## src/rtl/brtag_pkg.sv

```systemverilog
package brtag_pkg;
    // Decoded action of the resolve port in one cycle.
    typedef enum logic [1:0] {
        RES_IDLE   = 2'd0,
        RES_RETIRE = 2'd1,
        RES_SQUASH = 2'd2,
        RES_STRAY  = 2'd3
    } res_kind_e;
endpackage

```

## src/rtl/brtag_pick.sv

```systemverilog
// Lowest-index one-hot picker over a free vector.
module brtag_pick #(
    parameter int W = 8
) (
    input  logic [W-1:0] free_vec,
    output logic [W-1:0] pick_oh,
    output logic         pick_any
);
    logic [W:0] seen;
    assign seen[0] = 1'b0;

    for (genvar i = 0; i < W; i++) begin : g_chain
        assign seen[i+1]  = seen[i] | free_vec[i];
        assign pick_oh[i] = free_vec[i] & ~seen[i];
    end

    assign pick_any = seen[W];
endmodule

```

## src/rtl/brtag_age.sv

```systemverilog
// Age matrix: row i lists the tags outstanding when tag i was allocated.
module brtag_age #(
    parameter int W = 8
) (
    input  logic         clk,
    input  logic         rst_n,
    input  logic         alloc_en,
    input  logic [W-1:0] alloc_oh,
    input  logic [W-1:0] older_set,
    input  logic [W-1:0] probe_oh,
    output logic [W-1:0] younger
);
    logic [W-1:0] older_q [W];

    for (genvar i = 0; i < W; i++) begin : g_row
        always_ff @(posedge clk) begin
            if (!rst_n) begin
                older_q[i] <= '0;
            end else if (alloc_en) begin
                if (alloc_oh[i]) begin
                    older_q[i] <= older_set;
                end else begin
                    older_q[i] <= older_q[i] & ~alloc_oh;
                end
            end
        end

        assign younger[i] = |(older_q[i] & probe_oh);

        // a fresh tag never lists itself as older than itself
        a_r6_no_self_age: assert property (@(posedge clk) disable iff (!rst_n)
            (alloc_en && alloc_oh[i]) |=> !older_q[i][i]);
    end
endmodule

```

## src/rtl/brtag_pool.sv

```systemverilog
module brtag_pool #(
    parameter int NUM_THREADS = 4,
    parameter int NUM_TAGS    = 8,
    localparam int TW = (NUM_THREADS > 1) ? $clog2(NUM_THREADS) : 1
) (
    input  logic                            clk,
    input  logic                            rst_n,
    input  logic                            alloc_req,
    input  logic [TW-1:0]                   alloc_tid,
    output logic                            alloc_grant,
    output logic [NUM_TAGS-1:0]             alloc_tag,
    output logic                            stall,
    input  logic                            res_valid,
    input  logic                            res_mispredict,
    input  logic [NUM_TAGS-1:0]             res_tag,
    output logic                            clr_valid,
    output logic [NUM_TAGS-1:0]             clr_tag,
    output logic                            sq_valid,
    output logic [TW-1:0]                   sq_tid,
    output logic [NUM_TAGS-1:0]             sq_tag,
    output logic [NUM_TAGS-1:0]             sq_mask,
    output logic [NUM_THREADS*NUM_TAGS-1:0] mask_flat
);
    import brtag_pkg::*;

    logic [NUM_TAGS-1:0]    mask_q   [NUM_THREADS];
    logic [NUM_TAGS-1:0]    mask_mid [NUM_THREADS];
    logic [NUM_THREADS-1:0] hit;
    logic [TW-1:0]          owner;
    logic [NUM_TAGS-1:0]    busy_q, busy_mid, younger, clear_vec, pick_oh;
    logic                   pick_any, tid_ok;
    res_kind_e              res_kind;

    // Which thread owns the resolving tag
    always_comb begin
        owner  = '0;
        busy_q = '0;
        for (int t = 0; t < NUM_THREADS; t++) begin
            hit[t] = |(mask_q[t] & res_tag);
            if (hit[t]) owner = TW'(t);
            busy_q = busy_q | mask_q[t];
        end
    end

    always_comb begin
        if (!res_valid)          res_kind = RES_IDLE;
        else if (!(|hit))        res_kind = RES_STRAY;
        else if (res_mispredict) res_kind = RES_SQUASH;
        else                     res_kind = RES_RETIRE;
    end

    brtag_age #(.W(NUM_TAGS)) i_age (
        .clk       (clk),
        .rst_n     (rst_n),
        .alloc_en  (alloc_grant),
        .alloc_oh  (pick_oh),
        .older_set (busy_mid),
        .probe_oh  (res_tag),
        .younger   (younger)
    );

    // Resolution outputs
    always_comb begin
        clear_vec = '0;
        clr_valid = 1'b0;
        sq_valid  = 1'b0;
        unique case (res_kind)
            RES_IDLE, RES_STRAY: ;
            RES_RETIRE: begin
                clr_valid = 1'b1;
                clear_vec = res_tag;
            end
            RES_SQUASH: begin
                sq_valid  = 1'b1;
                clear_vec = (younger | res_tag) & mask_q[owner];
            end
        endcase
    end

    assign clr_tag = clr_valid ? res_tag : '0;
    assign sq_tag  = sq_valid ? res_tag : '0;
    assign sq_tid  = sq_valid ? owner : '0;
    assign sq_mask = sq_valid ? clear_vec : '0;

    // Resolution is applied before allocation
    always_comb begin
        busy_mid = '0;
        for (int t = 0; t < NUM_THREADS; t++) begin
            mask_mid[t] = mask_q[t] & ~clear_vec;
            busy_mid    = busy_mid | mask_mid[t];
        end
    end

    brtag_pick #(.W(NUM_TAGS)) i_pick (
        .free_vec (~busy_mid),
        .pick_oh  (pick_oh),
        .pick_any (pick_any)
    );

    assign tid_ok      = int'(alloc_tid) < NUM_THREADS;
    assign stall       = !pick_any;
    assign alloc_grant = alloc_req && tid_ok && pick_any;
    assign alloc_tag   = alloc_grant ? pick_oh : '0;

    for (genvar t = 0; t < NUM_THREADS; t++) begin : g_thr
        always_ff @(posedge clk) begin
            if (!rst_n) begin
                mask_q[t] <= '0;
            end else if (alloc_grant && alloc_tid == TW'(t)) begin
                mask_q[t] <= mask_mid[t] | pick_oh;
            end else begin
                mask_q[t] <= mask_mid[t];
            end
        end
        assign mask_flat[t*NUM_TAGS +: NUM_TAGS] = mask_q[t];
    end

    for (genvar b = 0; b < NUM_TAGS; b++) begin : g_col
        logic [NUM_THREADS-1:0] col;
        for (genvar t = 0; t < NUM_THREADS; t++) begin : g_bit
            assign col[t] = mask_q[t][b];
        end
        a_r2_exclusive: assert property (@(posedge clk) disable iff (!rst_n)
            $onehot0(col));
    end

    a_r3_grant_free: assert property (@(posedge clk) disable iff (!rst_n)
        alloc_grant |-> ($onehot(alloc_tag) && ((alloc_tag & busy_q & ~clear_vec) == '0)));

    a_r3_grant_sets: assert property (@(posedge clk) disable iff (!rst_n)
        alloc_grant |=> ((busy_q & $past(alloc_tag)) != '0));

    a_r5_retire_frees: assert property (@(posedge clk) disable iff (!rst_n)
        (clr_valid && !alloc_grant) |=> ((busy_q & $past(clr_tag)) == '0));

    a_r6_squash_frees: assert property (@(posedge clk) disable iff (!rst_n)
        (sq_valid && !alloc_grant) |=> ((busy_q & $past(sq_mask)) == '0));

    a_r4_stall_holds: assert property (@(posedge clk) disable iff (!rst_n)
        (stall && !res_valid) |=> $stable(busy_q));
endmodule

```

## config.mk

```make
export PLATFORM = sky130hd
export DESIGN_NAME = brtag_pool
export DESIGN_NICKNAME = d
export VERILOG_FILES = /design/src/rtl/brtag_pkg.sv /design/src/rtl/brtag_pick.sv /design/src/rtl/brtag_age.sv /design/src/rtl/brtag_pool.sv
export SDC_FILE = /design/constraint.sdc
export NUM_CORES = 1
export LEC_CHECK = 0
export ABC_AREA = 0
export BUFFER_PORTS_ARGS = -buffer_cell sky130_fd_sc_hd__buf_2
export CORE_MARGIN = 10
export CORE_UTILIZATION = 55
export DETAILED_ROUTE_END_ITERATION = 8
export PLACE_DENSITY_LB_ADDON = 0.15
export SLEW_MARGIN = 5
export SYNTH_ARGS = -nofsm -noshare
export SYNTH_HDL_FRONTEND = slang
export SYNTH_HIERARCHICAL = 1
export SYNTH_SLANG_ARGS = --single-unit
```

## constraint.sdc

```tcl
create_clock -name clk -period 7.97 [get_ports clk]
set_clock_uncertainty 0.1 [all_clocks]
set_input_delay 1.594 -clock clk [delete_from_list [all_inputs] [get_ports clk]]
set_output_delay 1.594 -clock clk [all_outputs]
set_load 0.005 [all_outputs]
```

* Word level (Yosys, flattened, before mapping)
Memory sizes are Yosys's and may differ from the RTL's.
Index checks and enable logic that the tools add are counted.
** Operators by class
- Bitwise logic cells :: 81
- Shift operators :: 0
- $add $sub $neg :: 0
- $lt $le $gt $ge :: 0
- Equal/unequal tests :: 5
- Muxes and demuxes :: 127
- $mul :: 0
- Reductions and logical operators :: 19
- Div/mod/pow operators :: 0
** Operator list (count)
- 8-bit 2-to-1 mux :: 28
- 8-bit bitwise AND :: 25
- 1-bit 2-to-1 mux :: 92
- 8-bit OR reduction :: 11
- 8-bit OR :: 8
- 32-bit OR reduction :: 1
- 1-bit OR :: 31
- 8-bit inverter :: 3
- 8-bit one-hot mux with 2 select lines :: 1
- 2-bit 2-to-1 mux :: 6
- 1-bit bitwise AND :: 7
- 1-bit inverter :: 7
- 2-bit equality test (second input constant) :: 3
- 1-bit logical AND :: 5
- 2-bit by 1-bit equality test with 1-bit output (second input constant) :: 2
- 2-bit zero test :: 1
- 1-bit zero test :: 1
** Storage, ports and cells
- Register bits after elaboration :: 0
- Bits in read-only memories :: 0
- Word-level logic and storage cells :: 234
- Output and inout port bits :: 70
- RAM bits :: 96
- Latch bits :: 0
- Input bits :: 15
- Memories :: 2
** Memory list
- i_age.older_q :: words 8, bits a word 8, rd ports 8, clocked after Yosys merged registers in 0, wr ports 8, RTL line brtag_age.sv:13 : logic [W-1:0] older_q [W];
- mask_q :: words 4, bits a word 8, rd ports 5, clocked after Yosys merged registers in 0, wr ports 4, RTL line brtag_pool.sv:26 : logic [NUM_TAGS-1:0] mask_q [NUM_THREADS];

* Longest topological paths before layout
Gate-level depths: netlist of the first run.
An unclocked memory read counts as a cell.
- Depth after elaboration :: 29
- Mapped depth :: 25
- Gate-level depth less buffers :: 18

* Modules after synthesis
The synthesis of the first run kept the hierarchy.
** Modules (own cells, without submodules)
- brtag_age :: cells each 336, area an instance 3597.2 µm², seq. area each 1921.8 µm², instances 1
- brtag_pool :: cells each 346, area an instance 2864.0 µm², seq. area each 960.9 µm², instances 1
- brtag_pick :: cells each 12, area an instance 96.3 µm², seq. area each 0.0 µm², instances 1

* Least setup slack after synthesis of the first run
Ideal clock, no wire load.
- Path type :: input port to output port
- Start :: in res_tag[2]
- End :: out alloc_tag[3]
- Required time :: 6.276 ns
- Cell stages on the path :: 18
- Setup slack :: 0.617 ns
- Path buffers :: 5
- Data arrival time :: 5.659 ns
- Path through :: a22oi_1 > and4_1 > buf_2 > buf_6 > buf_2 > nand2_1 > nor3_1 > o21ai_1 > ha_1 > buf_4 > nand2b_1 > clkbuf_1 > nor2_1 > o21ai_0 > a31oi_4 > or3_1 > nor4b_1 > and3_1
** On the way
- Elaborated cells between the ends (all ways) :: 55
- Those cells by class :: 2 x eq/ne; 7 x mux; 32 x bitwise; 13 x reduce/logical; 1 x memory
** RTL lines
- from (decl) :: RTL line brtag_pool.sv:15 : input logic [NUM_TAGS-1:0] res_tag,
- 8-bit bitwise AND :: RTL line brtag_pool.sv:39 : hit[t] = |(mask_q[t] & res_tag);
- 8-bit OR reduction :: RTL line brtag_pool.sv:39
- 1-bit 2-to-1 mux :: RTL line brtag_pool.sv:40 : if (hit[t]) owner = TW'(t);
- 2-bit 2-to-1 mux (2 in series) :: RTL line brtag_pool.sv:40
- memory 4 x 8 bit
- 8-bit bitwise AND :: RTL line brtag_pool.sv:75 : clear_vec = (younger | res_tag) & mask_q[owner];
- 8-bit one-hot mux with 2 select lines * :: RTL line brtag_pool.sv:67 : unique case (res_kind)
- 8-bit inverter * :: RTL line brtag_pool.sv:89 : mask_mid[t] = mask_q[t] & ~clear_vec;
- 8-bit bitwise AND :: RTL line brtag_pool.sv:89
- 8-bit OR (2 in series) :: RTL line brtag_pool.sv:90 : busy_mid = busy_mid | mask_mid[t];
- 8-bit OR * :: RTL line brtag_pool.sv:90
- 8-bit inverter * :: RTL line brtag_pool.sv:95 : .free_vec (~busy_mid),
- 1-bit OR (2 in series) :: RTL line brtag_pick.sv:13 : assign seen[i+1] = seen[i] | free_vec[i];
- 1-bit inverter :: RTL line brtag_pick.sv:14 : assign pick_oh[i] = free_vec[i] & ~seen[i];
- 1-bit bitwise AND * :: RTL line brtag_pick.sv:14
- via pick_oh[3] :: RTL line brtag_pool.sv:30 : logic [NUM_TAGS-1:0] busy_q, busy_mid, younger, clear_vec, pick_oh;
- 8-bit 2-to-1 mux * :: RTL line brtag_pool.sv:103 : assign alloc_tag = alloc_grant ? pick_oh : '0;
- to (decl) :: RTL line brtag_pool.sv:11 : output logic [NUM_TAGS-1:0] alloc_tag,
Mark *: on every way through the listed nets, which the timed path passes. The rest lies on a longest branch.

* Worst setup path in the final report of the first run
- Start :: in res_tag[6]
- End :: out alloc_tag[4]
** On the way
- Elaborated cells between the ends (all ways) :: 55
- Those cells by class :: 2 x eq/ne; 7 x mux; 32 x bitwise; 13 x reduce/logical; 1 x memory
** RTL lines (RTL line)
- 8-bit bitwise AND :: brtag_pool.sv:39
- 8-bit OR reduction :: brtag_pool.sv:39
- 1-bit 2-to-1 mux :: brtag_pool.sv:40
- 2-bit 2-to-1 mux (2 in series) :: brtag_pool.sv:40
- memory 4 x 8 bit
- 8-bit bitwise AND :: brtag_pool.sv:75
- 8-bit one-hot mux with 2 select lines * :: brtag_pool.sv:67
- 8-bit inverter * :: brtag_pool.sv:89
- 8-bit bitwise AND :: brtag_pool.sv:89
- 8-bit OR (2 in series) :: brtag_pool.sv:90
- 8-bit OR * :: brtag_pool.sv:90
- 8-bit inverter * :: brtag_pool.sv:95
- 1-bit OR (3 in series) :: brtag_pick.sv:13
- 1-bit inverter :: brtag_pick.sv:14
- 1-bit bitwise AND * :: brtag_pick.sv:14
- via pick_oh[4] :: brtag_pool.sv:30
- 8-bit 2-to-1 mux * :: brtag_pool.sv:103
Marks and branches as above.

==> metrics, run 1 <==
HP Class=reg -> reg; Core Area=11,600 µm²; ant diodes=0; reg-to-reg startpoint=mask_q[2][6]; warnings from Yosys=6; Power Total=0.00143 W; number of global-route vias before repair=5,872; worst hold path cell count=2; final core utilization=64.2%; Critical Path Source=res_tag[6]; Die Ht=129 µm; Final #Nets=799; TritonRoute pass-1 iters=6; Max-cap violations=0; CTS Sinks=96; Std-Cell Rows=39; CP required=6.28 ns; largest net degree at the start of global routing=44; Syn-to-layout area delta=13.3%; Top delay family on crit path=simple AND/OR/NAND/NOR gates; post-synth top area share=44.0%; total wire length=21.2 mm; Hold Vio Cnt, Final=0; Seq/Total Area, Yosys=44.0%; Tcrit/Tclk final=95.0%; Clock Latency Late Sink=0.35 ns; DR iter-0 viols=904; placed cell areas=7120 µm²; top post-synthesis cells by area=edfxtp_1 (44%), nand2_1 (8.4%), or3b_1 (7.3%); r2r setup slk=2.16 ns; Critical-path top delay cell=and2_2; fraction of layout cells with a size suffix above 1=19.3%; worst path cell trace=buf_2 -> a22o_1 -> nor4_2 -> nand2_1 -> nor3_1 -> o21ai_1 -> ha_1 -> nand2b_1 -> buf_4 -> nor2_1 -> o21ai_0 -> a31oi_4 -> or3_1 -> nor4_4 -> and2_2 -> and3_1 -> buf_2; Mapped Cells=694; first-pass GRT wire length=33.0 mm; ys async rst share=0%; mapped cell area=6560 µm²; Initial Utilization=56.7%; CP bufs+invs=3; CP peak stage delay=0.58 ns; Final Instance Area=7430 µm²; normalized max-slew margin=6.53%; ANT nets after route=0; FMAX=132 MHz; total track usage=25.0%; drt wl/cell=22.8 µm; Post-synth EDFFs=96; GPL Wtd Cong=0.967; die area=16,700 µm²; Max IR drop VDD=0.000120 V; final number of max-transition violations=0; DIE WIDTH=129 µm; crit end category=output port; worst-path fanout max=27; Num CTS Buffers=9; post-synthesis register bit count=96; Vias=6,260; cts repair resizes=0; Most common cell on crit path=buf_2; postcts setup bufs=0; Yosys cell types=48; Setup crit start kind=input pin; HPWL Detailed=14.7 mm; Syn Area/Cell=9.45 µm²; CTS clk-pin slew, worst paths=0.06 ns; maximum clock path buffer count=2; LEAKAGE=2.84 nW; hold_buf cts=0; RR Endpoint=i_age/older_q[0][16]; drt drc=0; unrepaired setup endpoints after global routing=false; aggregate global routing overflow=0; Hold Slack=0.524 ns; Final min period=7.57 ns; status=finished, final reports clean; # setup viols final=0; CTS tree=built; Primary FF master, synth=edfxtp_1; clk root buf=clkbuf_16; PortBufs=84; FF-to-FF path depth=18; initial antenna violation count=0; hold path endpoint=i_age/older_q[0][18]; CP arrival=5.88 ns; setup_tns=0 ns; I/O pin cnt=85; cell taking the most area after synthesis=edfxtp_1; critical path class=in -> out; PwrDens=192 nW/µm²; Worst-Margin Slew=1.39 ns; vias per cell=6.73; Hold Path Origin=i_age/older_q[0][18]; CTS H-tree depth=3
[cells in the mapped netlist, types with 3 or more instances]
library cell    n
a21oi_1        54
a22o_1          5
a22oi_1        42
a311oi_1        8
a31o_1          8
a31oi_4         8
and2_1         11
and3_1         12
buf_1          11
buf_2          16
buf_4           4
buf_6          10
clkbuf_1       17
edfxtp_1       96
inv_1          10
mux2i_1         8
nand2_1       147
nand2_2         6
nand2_4         3
nand2b_1        9
nand3_1        10
nand4_1         9
nor2_1         36
nor3_1          9
nor4_1          9
o21ai_0         9
o22ai_2         8
o31ai_1        32
or3_1           8
or3b_1         55
[cells by family after synthesis]
logic type                 Yosys count  share of synthesized area [%]
and+or+nand+nor                    337                           27.7
AOI/OAI and AO/OA                  181                           21.0
DFF                                 96                           44.0
buffers and inverters               69                           5.65
muxes                                8                           1.22
adders and majority gates            2                          0.382
other                                1                         0.0572
[routing by layer]
| layer | track usage, % | wire (µm) |
|---|---|---|
| met4 | 12.9 | 869 |
| met3 | 5.63 | 2500 |
| met2 | 39.3 | 9650 |
| met5 | 0 | 0 |
| met1 | 31.8 | 8220 |
[flip-flops by register name, indices dropped and copies added, names as in the netlist]
name,cells
i_age/older_q,64
mask_q,32
[final cells by class]
type / instances / area [µm²]
Tap cell: 143 / 179
Timing Repair Buffer: 105 / 578
Sequential cell: 96 / 2880
Clock inverter: 6 / 83.8
Inverter: 10 / 37.5
Multi-Input combinational cell: 560 / 3440
Clock buffer: 10 / 229
Fill cell: 965 / 4140
[worst min-delay path: stages, from the launching register on]
cell and delay, ns:
edfxtp_1 0.36, mux2i_1 0.07, nor2_1 0.08
[stage by stage]
| step | setup WS (ns) | instances |
|---|---|---|
| global route | 0.126 | 930 |
| floorplan | 0.617 | 725 |
| global placement | 0.630 | 914 |
| CTS | 0.482 | 930 |
| finish | 0.401 | 930 |
| detailed placement | 0.489 | 914 |
[report_power, final]
group	internal, W	total, W	switching (W)
Clock	0.000273	0.000459	0.000185
Sequential	0.000617	0.000663	0.0000460
Combinational	0.000112	0.000307	0.000195
Total	0.00100	0.00143	0.000427
[layout by cell type, fill, tap and decap left out, types with 10 or more instances in the layout]
cell type,count
nand3_1,10
or3b_1,55
and3_1,12
conb_1,32
edfxtp_1,96
a21oi_1,54
o31ai_1,32
buf_2,84
a22oi_1,42
buf_4,21
and2_1,11
nor2_1,36
nand2_1,147
inv_1,10
[how the worst max path moves through the flow]
stage	to	slack [ns]	cells after the start
after floorplan	alloc_tag[3]	0.62	18
after global placement	alloc_tag[4]	0.63	17
after detailed placement	alloc_tag[4]	0.49	17
after CTS	alloc_tag[4]	0.48	17
after global routing	alloc_grant	0.13	17
final	alloc_tag[4]	0.40	17
Power figures use the tool's default switching activity.
==> inputs of run 2 (changes only) <==
==> constraint.sdc (replaced) <==
create_clock -name clk -period 7.5 [get_ports clk]
set_clock_uncertainty 0.1 [all_clocks]
set_input_delay 1.5 -clock clk [delete_from_list [all_inputs] [get_ports clk]]
set_output_delay 1.5 -clock clk [all_outputs]
set_load 0.005 [all_outputs]
==> run 2 against run 1 <==
Effect of this change:
- power rose by 1.7%
- design area fell by 0.24%
- combinational power rose by 7.2%
- first-iteration DRC count rose by 0.55%
- via count fell by 1.3%
- hold slack got worse by 0.0099 ns
- global-route usage fell by 0.37 points
- count of clock-buffer cells in the layout rose by 2
- die area did not move
- utilization fell by 0.15 points
- flip-flop and latch count did not move
- largest power group unchanged
==> metrics, run 2 (synthesis gave the netlist of run 1 again) <==
drt drc=0 (unchanged); DR iter-0 viols=909 (+0.55%); CTS tree=built; CTS Sinks=96 (unchanged); CP required=5.90 ns (-0.38 ns); top flop regs=i_age/older_q (64), mask_q (32); fill count=1,021 (+5.8%); Die Ht=129 µm (unchanged); FF-to-FF path depth=19 (+1); Initial Utilization=56.7% (unchanged); maximum clock path buffer count=2 (unchanged); largest net degree at the start of global routing=43 (-2.3%); ANT nets after route=0 (unchanged); total wire length=21.3 mm (+0.16%); drt wl/cell=22.8 µm (-0.37%); aggregate global routing overflow=0 (unchanged); final core utilization=64.1% (-0.15 points); normalized max-slew margin=11.7% (+5.1 points); fraction of layout cells with a size suffix above 1=19.6% (+0.26 points); Logic pwr share=22.6% (+1.1 points); hold_buf cts=0 (unchanged); cts repair resizes=0 (unchanged); DIE WIDTH=129 µm (unchanged); unrepaired setup endpoints after global routing=false; number of global-route vias before repair=5,728 (-2.5%); worst-path fanout max=15 (-44%); Final #Nets=804 (+0.63%); vias per cell=6.61 (-1.9%); Critical-path top delay cell=or3_1; total track usage=24.7% (-0.37 points); first-pass GRT wire length=32.1 mm (-2.8%); Cells after DPL=919 (+0.55%); area of the multi-input gates=3440 µm² (unchanged); HP Class=reg -> reg; CTS H-tree depth=3 (unchanged); Seq pwr share=48.3% (+1.9 points); LEAKAGE=2.84 nW (about the same); FMAX=140 MHz; clk root buf=clkbuf_16; Hold Path Origin=i_age/older_q[0][0]; final number of max-transition violations=0 (unchanged); die area=16,700 µm² (unchanged); worst hold path cell count=2 (unchanged); Num CTS Buffers=9 (unchanged); Clock Latency Late Sink=0.35 ns (about the same); Syn-to-layout area delta=13.0%; internal power=0.00100 W (-0.28%); status=finished, final reports clean; commonest non-fill, non-tap cells in the layout=nand2_1 (147), edfxtp_1 (96), buf_2 (84), or3b_1 (55), a21oi_1 (54); Psw=0.000453 W (+6.2%); reg-to-reg startpoint=mask_q[2][7]; I/O pin cnt=85 (unchanged); Sw Share=31.2% (+1.3 points); initial antenna violation count=0 (unchanged); CP peak stage delay=0.50 ns (-0.08 ns); HPWL Detailed=14.8 mm (+0.83%); Setup crit start kind=input pin; Reg area=2880 µm² (unchanged); Largest register FFs=64 (unchanged); worst path cell trace=buf_2 -> a22o_1 -> nor4_2 -> nand2_1 -> nor3_1 -> o21ai_1 -> ha_1 -> nand2b_1 -> buf_4 -> nor2_1 -> o21ai_0 -> a31oi_4 -> or3_1 -> nor4_4 -> nand3_1 -> buf_4 -> and2_1 -> buf_2; postcts setup bufs=0 (unchanged); Std-Cell Rows=39 (unchanged); Critical Path Source=res_tag[6]; critical path class=in -> out; setup_tns=0 ns (unchanged); ant diodes=0 (unchanged); Max-cap violations=0 (unchanged); Core Area=11,600 µm² (unchanged); Final min period=7.13 ns; PwrDens=196 nW/µm² (+1.9%); Vias=6,177 (-1.3%); crit end category=output port; leading cell type in the layout, fill and taps excluded=nand2_1; # setup viols final=0 (unchanged); Most flops, register=i_age/older_q; TritonRoute pass-1 iters=5 (-1); CTS clk-pin slew, worst paths=0.06 ns (about the same); Hold Vio Cnt, Final=0 (unchanged); Worst-Margin Slew=1.31 ns (-0.0767 ns); Clk pwr share=29.1% (-3.0 points); non-filler cells, final=935 (+0.54%); Max IR drop VDD=0.000152 V (+26%); Tcrit/Tclk final=95.1%; GPL Wtd Cong=0.981 (+1.5%); CP arrival=5.53 ns (-0.35 ns); PortBufs=84 (unchanged)
==> run 2: layout make-up <==
cell class                      count  share of cell area [%]
Clock buffer                       12                    3.19
Inverter                           10                   0.506
Timing Repair Buffer              110                    8.31
Tap cell                          143                    2.41
Multi-Input combinational cell    560                    46.4
Clock inverter                      4                   0.287
Sequential cell                    96                    38.9
==> run 2: path summary, 6_finish.rpt <==
path                                              to  slack (ns)
worst max-delay path                     alloc_grant        0.37
worst min-delay path             i_age/older_q[0][0]        0.51
worst max register to register  i_age/older_q[0][27]        2.12
worst min register to register   i_age/older_q[0][0]        0.51
==> run 2: worst max-delay path: cells and delay by family <==
kind | cells | cell delay, ns
buf+inv | 4 | 0.79
compound gates | 4 | 0.62
fa+ha+maj | 1 | 0.30
simple gates | 9 | 2.30
==> run 2: power by group through the flow <==
stage               clock network [W]  logic, W  registers, W
finish                       0.000423  0.000329      0.000701
CTS                          0.000426  0.000323      0.000699
global route                 0.000444  0.000355      0.000706
floorplan                           0  0.000226      0.000691
detailed placement                  0  0.000321      0.000710
global placement                    0  0.000315      0.000709
==> run 2: per-stage QoR <==
stage | power [W] | setup WS (ns) | hold slack, ns | instance area, µm²
after floorplan | 0.000917 | 0.335 | 0.459 | 6670
after global placement | 0.00102 | 0.550 | 0.484 | 7150
after detailed placement | 0.00103 | 0.447 | 0.495 | 7150
after CTS | 0.00145 | 0.444 | 0.509 | 7410
after global routing | 0.00151 | 0.115 | 0.554 | 7410
final | 0.00145 | 0.369 | 0.514 | 7410
==> run 2: metal layers <==
metal  routed length, µm  track usage, %  vias to the layer above
li1                    -               -                     2755
met1                8310            30.8                     2912
met2                9410            38.4                      428
met3                2450            6.00                       82
met4                1100            14.2                        0
met5                   0               0                        -
